## src/rtl/sts_change_pkg.sv

```systemverilog
`timescale 1ns/1ps
package sts_change_pkg;
  // status source positions
  localparam int SRC_CD   = 0;
  localparam int SRC_WP   = 1;
  localparam int SRC_RDY  = 2;
  localparam int SRC_BAT1 = 3;
  localparam int SRC_BAT2 = 4;
  localparam int SRC_W    = 5;
  // event bit positions
  localparam int EV_DET   = 0;
  localparam int EV_WP    = 1;
  localparam int EV_RDY   = 2;
  localparam int EV_BDEAD = 3;
  localparam int EV_BWARN = 4;
  localparam int EV_STCHG = 5;
  localparam int EV_W     = 6;

  typedef enum logic [1:0] {
    OFF_LIVE = 2'd0,
    OFF_PEND = 2'd1,
    OFF_MASK = 2'd2,
    OFF_CFG  = 2'd3
  } reg_off_e;
endpackage

```

## src/rtl/sts_chg_slice.sv

```systemverilog
`timescale 1ns/1ps
module sts_chg_slice
  import sts_change_pkg::*;
(
  input  logic              clk_i,
  input  logic              rst_ni,
  input  logic [SRC_W-1:0]  status_i,
  input  logic [SRC_W-1:0]  mask_i,
  input  logic              io_mode_i,
  input  logic [EV_W-1:0]   clr_i,
  output logic [EV_W-1:0]   pend_o
);
  logic [SRC_W-1:0] snap_q;
  logic [SRC_W-1:0] delta;
  logic [SRC_W-1:0] live_chg;
  logic [EV_W-1:0]  ev;
  logic [EV_W-1:0]  pend_d, pend_q;

  // next-state logic
  always_comb begin
    delta    = status_i ^ snap_q;
    live_chg = delta & ~mask_i;
    ev = '0;
    ev[EV_DET] = live_chg[SRC_CD];
    ev[EV_WP]  = live_chg[SRC_WP];
    if (io_mode_i) begin
      ev[EV_STCHG] = live_chg[SRC_BAT1];
    end else begin
      ev[EV_RDY]   = live_chg[SRC_RDY];
      ev[EV_BDEAD] = live_chg[SRC_BAT1];
      ev[EV_BWARN] = live_chg[SRC_BAT2];
    end
    pend_d = (pend_q & ~clr_i) | ev;
  end

  // registers
  always_ff @(posedge clk_i or negedge rst_ni) begin
    if (!rst_ni) begin
      snap_q <= '0;
      pend_q <= '0;
    end else begin
      snap_q <= status_i;
      pend_q <= pend_d;
    end
  end

  assign pend_o = pend_q;

  p_io_no_ready_r4: assert property (@(posedge clk_i) disable iff (!rst_ni)
    (io_mode_i && !pend_q[EV_RDY] && !pend_q[EV_BWARN]) |=> (!pend_q[EV_RDY] && !pend_q[EV_BWARN]));
  p_mem_no_stchg_r3: assert property (@(posedge clk_i) disable iff (!rst_ni)
    (!io_mode_i && !pend_q[EV_STCHG]) |=> !pend_q[EV_STCHG]);
  p_masked_detect_r6: assert property (@(posedge clk_i) disable iff (!rst_ni)
    (mask_i[SRC_CD] && !pend_q[EV_DET]) |=> !pend_q[EV_DET]);
  p_w1c_r7: assert property (@(posedge clk_i) disable iff (!rst_ni)
    (clr_i != '0) |=> ((pend_q & $past(clr_i)) == ($past(ev) & $past(clr_i))));
  p_steady_quiet_r2: assert property (@(posedge clk_i) disable iff (!rst_ni)
    ((status_i == snap_q) && (clr_i == '0)) |=> $stable(pend_q));
endmodule

```

## src/rtl/sts_host_regs.sv

```systemverilog
`timescale 1ns/1ps
module sts_host_regs
  import sts_change_pkg::*;
#(
  parameter int NSOCK  = 2,
  parameter int DATA_W = EV_W,
  parameter int ADDR_W = 3
) (
  input  logic                          clk_i,
  input  logic                          rst_ni,
  input  logic                          wr_i,
  input  logic [ADDR_W-1:0]             addr_i,
  input  logic [DATA_W-1:0]             wdata_i,
  input  logic [NSOCK-1:0][SRC_W-1:0]   status_i,
  input  logic [NSOCK-1:0][EV_W-1:0]    pend_i,
  output logic [NSOCK-1:0][SRC_W-1:0]   mask_o,
  output logic [NSOCK-1:0]              io_mode_o,
  output logic                          irq_en_o,
  output logic [NSOCK-1:0][EV_W-1:0]    clr_o,
  output logic [DATA_W-1:0]             rdata_o
);
  localparam int SEL_W = ADDR_W - 2;

  logic [SEL_W-1:0] sel;
  reg_off_e         off;
  logic             sel_ok;

  logic [NSOCK-1:0][SRC_W-1:0] mask_d, mask_q;
  logic [NSOCK-1:0]            mode_d, mode_q;
  logic                        en_d, en_q;
  logic                        mask_we, cfg_we, pend_we;

  assign sel    = addr_i[ADDR_W-1:2];
  assign off    = reg_off_e'(addr_i[1:0]);
  assign sel_ok = (int'(sel) < NSOCK);

  assign mask_we = wr_i && sel_ok && (off == OFF_MASK);
  assign cfg_we  = wr_i && sel_ok && (off == OFF_CFG);
  assign pend_we = wr_i && sel_ok && (off == OFF_PEND);

  // next-state logic
  always_comb begin
    mask_d = mask_q;
    mode_d = mode_q;
    en_d   = en_q;
    clr_o  = '0;
    for (int s = 0; s < NSOCK; s++) begin
      if (s == int'(sel)) begin
        if (mask_we) mask_d[s] = wdata_i[SRC_W-1:0];
        if (cfg_we)  mode_d[s] = wdata_i[0];
        if (pend_we) clr_o[s]  = wdata_i[EV_W-1:0];
      end
    end
    if (cfg_we) en_d = wdata_i[1];
  end

  // registers
  always_ff @(posedge clk_i or negedge rst_ni) begin
    if (!rst_ni) begin
      mask_q <= '0;
      mode_q <= '0;
      en_q   <= 1'b0;
    end else begin
      if (mask_we) mask_q <= mask_d;
      if (cfg_we) begin
        mode_q <= mode_d;
        en_q   <= en_d;
      end
    end
  end

  // read mux
  always_comb begin
    rdata_o = '0;
    for (int s = 0; s < NSOCK; s++) begin
      if (s == int'(sel)) begin
        case (off)
          OFF_LIVE: rdata_o[SRC_W-1:0] = status_i[s];
          OFF_PEND: rdata_o[EV_W-1:0]  = pend_i[s];
          OFF_MASK: rdata_o[SRC_W-1:0] = mask_q[s];
          OFF_CFG:  rdata_o[1:0]       = {en_q, mode_q[s]};
          default:  rdata_o            = '0;
        endcase
      end
    end
  end

  assign mask_o    = mask_q;
  assign io_mode_o = mode_q;
  assign irq_en_o  = en_q;

  p_mask_hold_r6: assert property (@(posedge clk_i) disable iff (!rst_ni)
    !wr_i |=> $stable(mask_q));
  p_cfg_hold_r9: assert property (@(posedge clk_i) disable iff (!rst_ni)
    !wr_i |=> ($stable(mode_q) && $stable(en_q)));
endmodule

```

## src/rtl/sts_change_det.sv

```systemverilog
`timescale 1ns/1ps
module sts_change_det
  import sts_change_pkg::*;
#(
  parameter int NSOCK  = 2,
  parameter int DATA_W = EV_W,
  parameter int ADDR_W = $clog2(NSOCK) + 2
) (
  input  logic                     clk_i,
  input  logic                     rst_ni,
  input  logic [NSOCK*SRC_W-1:0]   status_i,
  input  logic                     wr_i,
  input  logic [ADDR_W-1:0]        addr_i,
  input  logic [DATA_W-1:0]        wdata_i,
  output logic [DATA_W-1:0]        rdata_o,
  output logic                     irq_o
);
  logic [1:0] rst_sync_q;
  logic       rst_int_n;

  always_ff @(posedge clk_i or negedge rst_ni) begin
    if (!rst_ni) rst_sync_q <= 2'b00;
    else         rst_sync_q <= {rst_sync_q[0], 1'b1};
  end
  assign rst_int_n = rst_sync_q[1];

  logic [NSOCK-1:0][SRC_W-1:0] status_v;
  logic [NSOCK-1:0][SRC_W-1:0] mask_v;
  logic [NSOCK-1:0]            io_mode_v;
  logic [NSOCK-1:0][EV_W-1:0]  clr_v;
  logic [NSOCK-1:0][EV_W-1:0]  pend_v;
  logic                        irq_en;

  assign status_v = status_i;

  sts_host_regs #(
    .NSOCK (NSOCK),
    .DATA_W(DATA_W),
    .ADDR_W(ADDR_W)
  ) u_regs (
    .clk_i    (clk_i),
    .rst_ni   (rst_int_n),
    .wr_i     (wr_i),
    .addr_i   (addr_i),
    .wdata_i  (wdata_i),
    .status_i (status_v),
    .pend_i   (pend_v),
    .mask_o   (mask_v),
    .io_mode_o(io_mode_v),
    .irq_en_o (irq_en),
    .clr_o    (clr_v),
    .rdata_o  (rdata_o)
  );

  for (genvar s = 0; s < NSOCK; s++) begin : g_sock
    sts_chg_slice u_slice (
      .clk_i    (clk_i),
      .rst_ni   (rst_int_n),
      .status_i (status_v[s]),
      .mask_i   (mask_v[s]),
      .io_mode_i(io_mode_v[s]),
      .clr_i    (clr_v[s]),
      .pend_o   (pend_v[s])
    );
  end

  assign irq_o = irq_en & (|pend_v);

  p_irq_gated_r8: assert property (@(posedge clk_i) disable iff (!rst_int_n)
    (wr_i && addr_i[1:0] == 2'd3 && !wdata_i[1]) |=> !irq_o);
  p_irq_needs_pend_r8: assert property (@(posedge clk_i) disable iff (!rst_int_n)
    irq_o |-> (pend_v != '0));
endmodule

```

## config.mk

```make
export PLATFORM = sky130hd
export DESIGN_NAME = sts_change_det
export DESIGN_NICKNAME = d
export VERILOG_FILES = /design/src/rtl/sts_change_pkg.sv /design/src/rtl/sts_chg_slice.sv /design/src/rtl/sts_host_regs.sv /design/src/rtl/sts_change_det.sv
export SDC_FILE = /design/constraint.sdc
export NUM_CORES = 1
export LEC_CHECK = 0
export BUFFER_PORTS_ARGS = -buffer_cell sky130_fd_sc_hd__buf_2
export CORE_MARGIN = 4
export CORE_UTILIZATION = 60
export CTS_BUF_LIST = sky130_fd_sc_hd__clkbuf_4 sky130_fd_sc_hd__clkbuf_8 sky130_fd_sc_hd__clkbuf_16
export DETAILED_ROUTE_END_ITERATION = 10
export HOLD_SLACK_MARGIN = 0.15
export PLACE_DENSITY = 0.95
export SLEW_MARGIN = 30
export SYNTH_ARGS = -nofsm -noshare
export SYNTH_HDL_FRONTEND = slang
export SYNTH_SLANG_ARGS = --single-unit
```

## constraint.sdc

```tcl
create_clock -name clk_i -period 2.6 [get_ports clk_i]
set_input_delay 0.13 -clock clk_i [delete_from_list [all_inputs] [get_ports clk_i]]
set_output_delay 0.13 -clock clk_i [all_outputs]
set_load 0.02 [all_outputs]
```

==> metrics.cfg, run 1 <==
[synthesis]
synth-seq-area-share_pct=51.0
syn_area_um2=1810
ys_types=35
syn_area_per_cell_um2=11.1
yosys_warnings=0
synth-seq-cells=37
ys_top_cells_by_area=dfrtp_1 (51%), xnor2_1 (4.8%), mux2_1 (4.3%)
synth-main-ff-cell=dfrtp_1
yosysMostFrequentCell=dfrtp_1
synth-edff-count=0
synth-async-reset-ratio_pct=100
yosysTopAreaCell=dfrtp_1
synth_top_area_share_pct=51.0
netlist_instances=163
syn_nets=185
synthTopCellsByCount=dfrtp_1 (37), nand2_1 (20), xnor2_1 (10)

[cts]
numCtsBuffers=5
clkTransAtPathRegs_ns=0.11
post_cts_buffers=0
root_buffer=clkbuf_4
cts_resized=0
clkLatencyLatePin_ns=0.36
hold_buffers=18
clock_sinks=37
htreeDepth=2
clock_path_buffers=2
cts_tree=done

[setup_path]
cpPeakStageDelay_ns=0.41
cp-start-kind=flop
r2r-start=g_sock[1].u_slice.snap_q[3]
crit_slowest_cell=dfrtp_1
ff2ff_setup_slack_ns=1.59
arrival_ns=1.63
path_cells=nand2b_1 -> a21oi_1 -> o32ai_1 -> a221oi_2 -> buf_2
critPathMaxFanout=3
critPathCaptureType=output pin
rr_endpoint=g_sock[1].u_slice.pend_o[5]
path_class=reg2out
critPathRequiredTime_ns=2.47
r2r_cells=3
crit_family=compound AO/OA/AOI/OAI gates
path_buf_inv=1

[place]
portBuffers=28
place_ws_ns=1.03
place_hpwl_um=2900
gp_congestion=0.855

[timing]
finalSetupViolCount=0
finClkSkew_ns=0.0164
post-route-min-period_ns=1.76
timing.fmax_mhz=570
setup_ws_ns=0.844
slew_violations=0
period_share_pct=67.5
whs_ns=0.170
rsz0062_at_grt=false
tns_ns=0
hold_viol=0

[power]
irDropWorstVdd_mv=0.456
intPower_uw=941
swShare_pct=30.3
p_per_area_nw_per_um2=616
p_sw_uw=408
power_leakage_uw=0.000965
clock_power_share_pct=23.8
p_seq_share_pct=54.9
combPwrFrac_pct=21.3

[route]
wirelength_um=4050
drt-pass1-iter-count=4
viasPerCell=5.95
vias=1439
ant_nets=0
route.detailed.drc=0
wire_per_inst_um=16.7
drt_iter0_drc=93

[cells_and_area]
area_delta_synth_final_pct=20.8
diodes=0
drive_above_1_share_pct=23.2
nNetsFinal=232

[run_status]
status=finished, final reports clean

[hold_path]
worstHoldEndpoint=g_sock[1].u_slice.pend_o[5]
min_path_cells=3
hold_path.class=in2reg
min_from=wr_i

[grt]
antenna_found_initial=0
grt_pass1_wl_um=6940
overflow=0
grt_usage_pct=22.9
grt_pass1_vias=1507
grt_max_degree=36

[floorplanning]
row_count=19
dieArea_um2=3970
die_y_um=63.0
dieWidth_um=63.0
core_um2=2830
io_pins=29
start_util_pct=64.1

[run]
cap_violations=0

[through the flow]
stage	utilization [%]	power (uW)	cell area (um2)	instances
6_report	77.5	1350	2190	242
5_1_grt	77.5	1420	2190	242
4_1_cts	77.5	1360	2190	242
3_5_place_dp	68.8	1020	1950	216
3_3_place_gp	68.8	998	1950	216
2_1_floorplan	-	920	1810	163
[worst max-delay path by stage]
| stage | start | endpoint | slack (ns) | cells past startpoint |
|---|---|---|---|---|
| floorplan | addr_i[0] | rdata_o[1] | 1.37 | 5 |
| detailed placement | addr_i[1] | u_regs.mask_o[2] | 1.03 | 4 |
| CTS | g_sock[0].u_slice.pend_o[1] | rdata_o[1] | 0.83 | 5 |
| global route | g_sock[0].u_slice.pend_o[1] | rdata_o[1] | 0.81 | 5 |
| global placement | addr_i[1] | u_regs.mask_o[2] | 1.10 | 4 |
| finish | g_sock[0].u_slice.pend_o[1] | rdata_o[1] | 0.84 | 5 |
[layer usage]
| metal | up-vias | share of wire (%) | track usage (%) |
|---|---|---|---|
| li1 | 679 | - | - |
| met1 | 693 | 41 | 28.5 |
| met2 | 57 | 49 | 36.9 |
| met3 | 10 | 7.1 | 7.19 |
| met4 | 0 | 2.2 | 9.37 |
| met5 | - | 0 | 0 |
[cell type report]
cell class              instances  area [um2]
clock buffers                   6        51.3
clock inverters                 2        13.8
fillers                       190         637
inverters                       2        7.51
multi-input cells             117         827
flip-flops and latches         37         926
well taps                      31        38.8
repair buffers                 47         328
[cell usage in the layout, fill, tap and decap left out, types with 2 or more instances in the layout]
cell and count:
a21o_1 3, a21oi_1 4, and3_1 5, buf_2 28, clkbuf_4 5, dfrtp_1 37, dlygate4sd3_1 18, inv_1 2
mux2_1 7, mux2_4 5, mux2i_1 4, mux4_2 2, nand2_1 20, nand2b_1 2, nand3_1 3, nand4_1 2
nor2_1 7, nor2b_1 4, nor3_1 6, nor4_1 4, o21ai_0 9, o21ai_1 4, o2bb2ai_1 2, o31ai_1 3
xnor2_1 10
[kinds of logic (layout without fill, tap and decap cells)]
| kind of cell | after synthesis | after routing | synth area share, % |
|---|---|---|---|
| AO/OA/AOI/OAI | 30 | 30 | 10.7 |
| other | 1 | 1 | 0.207 |
| XOR/XNOR | 10 | 10 | 4.83 |
| buffers and inverters | 9 | 57 | 3.38 |
| AND/OR/NAND/NOR | 57 | 57 | 16.1 |
| multiplexers | 19 | 19 | 13.8 |
| flip-flops | 37 | 37 | 51.0 |
[state kept, by name, summed over array words and instances (netlist names)]
name and cells:
u_regs.irq_en_o 1, g_sock.u_slice.pend_o 12, u_regs.io_mode_o 2, g_sock.u_slice.snap_q 10, rst_sync_q 2, u_regs.mask_o 10
[power by group through the flow]
| stage | Sequential (uW) | Combinational [uW] | Clock, uW |
|---|---|---|---|
| after floorplan | 730 | 190 | 0 |
| after global placement | 746 | 252 | 0 |
| after detailed placement | 750 | 268 | 0 |
| after CTS | 739 | 288 | 332 |
| after global routing | 751 | 317 | 356 |
| final | 741 | 288 | 321 |
[worst register-to-register path: stages (launching register included)]
cell and delay, ns:
dfrtp_1 0.39, xnor2_1 0.22, nor2_1 0.07, a22o_1 0.23
(Power assumes the default switching activity.)
==> inputs of run 2 (changes only) <==
--- a/config.mk
+++ b/config.mk
@@ -7,11 +7,11 @@
 export LEC_CHECK = 0
 export BUFFER_PORTS_ARGS = -buffer_cell sky130_fd_sc_hd__buf_2
 export CORE_MARGIN = 4
-export CORE_UTILIZATION = 60
+export CORE_UTILIZATION = 50
 export CTS_BUF_LIST = sky130_fd_sc_hd__clkbuf_4 sky130_fd_sc_hd__clkbuf_8 sky130_fd_sc_hd__clkbuf_16
 export DETAILED_ROUTE_END_ITERATION = 10
 export HOLD_SLACK_MARGIN = 0.15
-export PLACE_DENSITY = 0.95
+export PLACE_DENSITY = 0.86
 export SLEW_MARGIN = 30
 export SYNTH_ARGS = -nofsm -noshare
 export SYNTH_HDL_FRONTEND = slang
==> constraint.sdc (replaced) <==
create_clock -name clk_i -period 1.6 [get_ports clk_i]
set_input_delay 0.08 -clock clk_i [delete_from_list [all_inputs] [get_ports clk_i]]
set_output_delay 0.08 -clock clk_i [all_outputs]
set_load 0.02 [all_outputs]
==> metrics.cfg, run 2 (synthesized netlist as in run 1, its figures left out) <==
[power]
total_power_uw=2240  ; +66%
power_leakage_uw=0.00101  ; +5.1%
irDropWorstVdd_mv=0.553  ; +21%
p_per_area_nw_per_um2=967  ; +57%

[route]
route.detailed.drc=0  ; unchanged
ant_nets=0  ; unchanged
wire_per_inst_um=15.9  ; -5.2%
vias=1473  ; +2.4%
drt-pass1-iter-count=6  ; +2
drt_iter0_drc=141  ; +52%
wirelength_um=4220  ; +4.2%
viasPerCell=5.54  ; -6.9%

[timing]
slew_violations=0  ; unchanged
hold_viol=0  ; unchanged
finClkSkew_ns=0.00446  ; -0.0120 ns
finalSetupViolCount=0  ; unchanged
tns_ns=0  ; unchanged
timing.fmax_mhz=627
rsz0062_at_grt=true
period_share_pct=99.7
post-route-min-period_ns=1.59

[setup_path]
critPathRequiredTime_ns=1.52  ; -0.95 ns
path_class=reg2out
cp-start-kind=flop
crit_slowest_cell=dfrtp_1
critPathCaptureType=output pin
critPathMaxFanout=2  ; -1
path_cells=nand2b_1 -> a21oi_2 -> o32ai_2 -> a221oi_2 -> buf_4
cpPeakStageDelay_ns=0.37  ; -0.04 ns
arrival_ns=1.51  ; -0.12 ns

[cells_and_area]
diodes=0  ; unchanged
final_common_cell=dfrtp_1
mostFrequentLayoutCells=dfrtp_1 (36), buf_2 (26), nand2_1 (20), dlygate4sd3_1 (19), buf_4 (11)
nNetsFinal=242  ; +4.3%
drive_above_1_share_pct=28.6  ; +5.4 points
largest_register_ff_count=12  ; unchanged
area_delta_synth_final_pct=27.9

[cts]
clkTransAtPathRegs_ns=0.10  ; about the same
root_buffer=clkbuf_4
clock_path_buffers=2  ; unchanged
clkLatencyLatePin_ns=0.34  ; -0.02 ns
numCtsBuffers=5  ; unchanged
htreeDepth=2  ; unchanged
clock_sinks=37  ; unchanged
cts_tree=done

[grt]
grt_pass1_wl_um=6880  ; -0.89%
grt_usage_pct=20.5  ; -2.5 points
grt_pass1_vias=1406  ; -6.7%
overflow=0  ; unchanged
antenna_found_initial=0  ; unchanged
grt_max_degree=36  ; unchanged

[run]
cap_violations=0  ; unchanged

[run_status]
status=finished, final reports clean

[floorplanning]
row_count=21  ; +2
dieArea_um2=4660  ; +17%
start_util_pct=53.1  ; -11 points
dieWidth_um=68.2  ; +8.3%
die_y_um=68.2  ; +8.3%
io_pins=29  ; unchanged
core_um2=3420  ; +21%

[place]
gp_congestion=0.833  ; -2.6%
place_hpwl_um=2920  ; +0.86%
portBuffers=28  ; unchanged

[hold_path]
hold_path.class=in2reg

==> run 2: cell types whose count changed in the layout (fill, tap and decap cells not counted), sizes merged <==
| cell | change |
|---|---|
| clkinv | -2 |
| clkbuf | +1 |
| buf | +9 |
| dlygate4sd3 | +1 |
==> run 2: worst paths after layout <==
check                      slack (ns)  cells past startpoint                          end                         from
max                             0.005                      5                   rdata_o[1]             u_regs.mask_o[1]
min                              0.22                      4  g_sock[0].u_slice.pend_o[5]                    addr_i[2]
max reg2reg                      0.61                      3  g_sock[1].u_slice.pend_o[5]  g_sock[1].u_slice.snap_q[3]
min reg2reg                      0.28                      1             u_regs.mask_o[2]                rst_sync_q[1]
max in group asynchronous        0.90                      3                rst_sync_q[1]                       rst_ni
min in group asynchronous        0.28                      1             u_regs.mask_o[2]                rst_sync_q[1]
==> run 2: power by group <==
group,internal [uW],switching (uW)
sequential,1070,121
clock,224,286
combinational,290,248
total,1590,656
==> run 2: critical path, delay by kind of cell (launching register included) <==
family	cells	cell delay, ns
AO/OA/AOI/OAI	3	0.55
AND/OR/NAND/NOR	1	0.07
flip-flops	1	0.37
buffers and inverters	1	0.19
==> run 2: metal layers <==
layer,track usage [%],up-vias,share of wire [%]
li1,-,692,-
met1,26.7,715,42
met2,33.3,62,49
met3,5.42,4,7.9
met4,5.96,0,1.0
met5,0,-,0
==> run 2: per-stage QoR <==
stage | setup WS [ns] | std cells | instance area [um2] | hold WS, ns | utilization (%)
after floorplan | 0.430 | 163 | 1810 | -0.216 | -
after detailed placement | 0.160 | 235 | 2000 | -0.133 | 58.4
final | 0.00502 | 266 | 2320 | 0.218 | 67.9
after global placement | 0.225 | 235 | 2000 | -0.135 | 58.4
after CTS | -0.0389 | 265 | 2280 | 0.185 | 66.7
after global routing | -0.0601 | 266 | 2320 | 0.222 | 67.9
==> run 2: repair_timing <==
item                                    in CTS  in global routing
endpoints found under the setup margin       2                  3
hold buffers                                19                  0
setup buffers                                4                  1
hold endpoints to repair                    37                  0
gates resized for setup                      2                  7
pin swaps                                    0                  6
==> run 2: layout make-up <==
type                    count  area (um2)
fillers                   268        1100
flip-flops and latches     37         927
multi-input cells         117         855
repair buffers             57         414
clock buffers               7        58.8
well taps                  46        57.6
inverters                   2        7.51
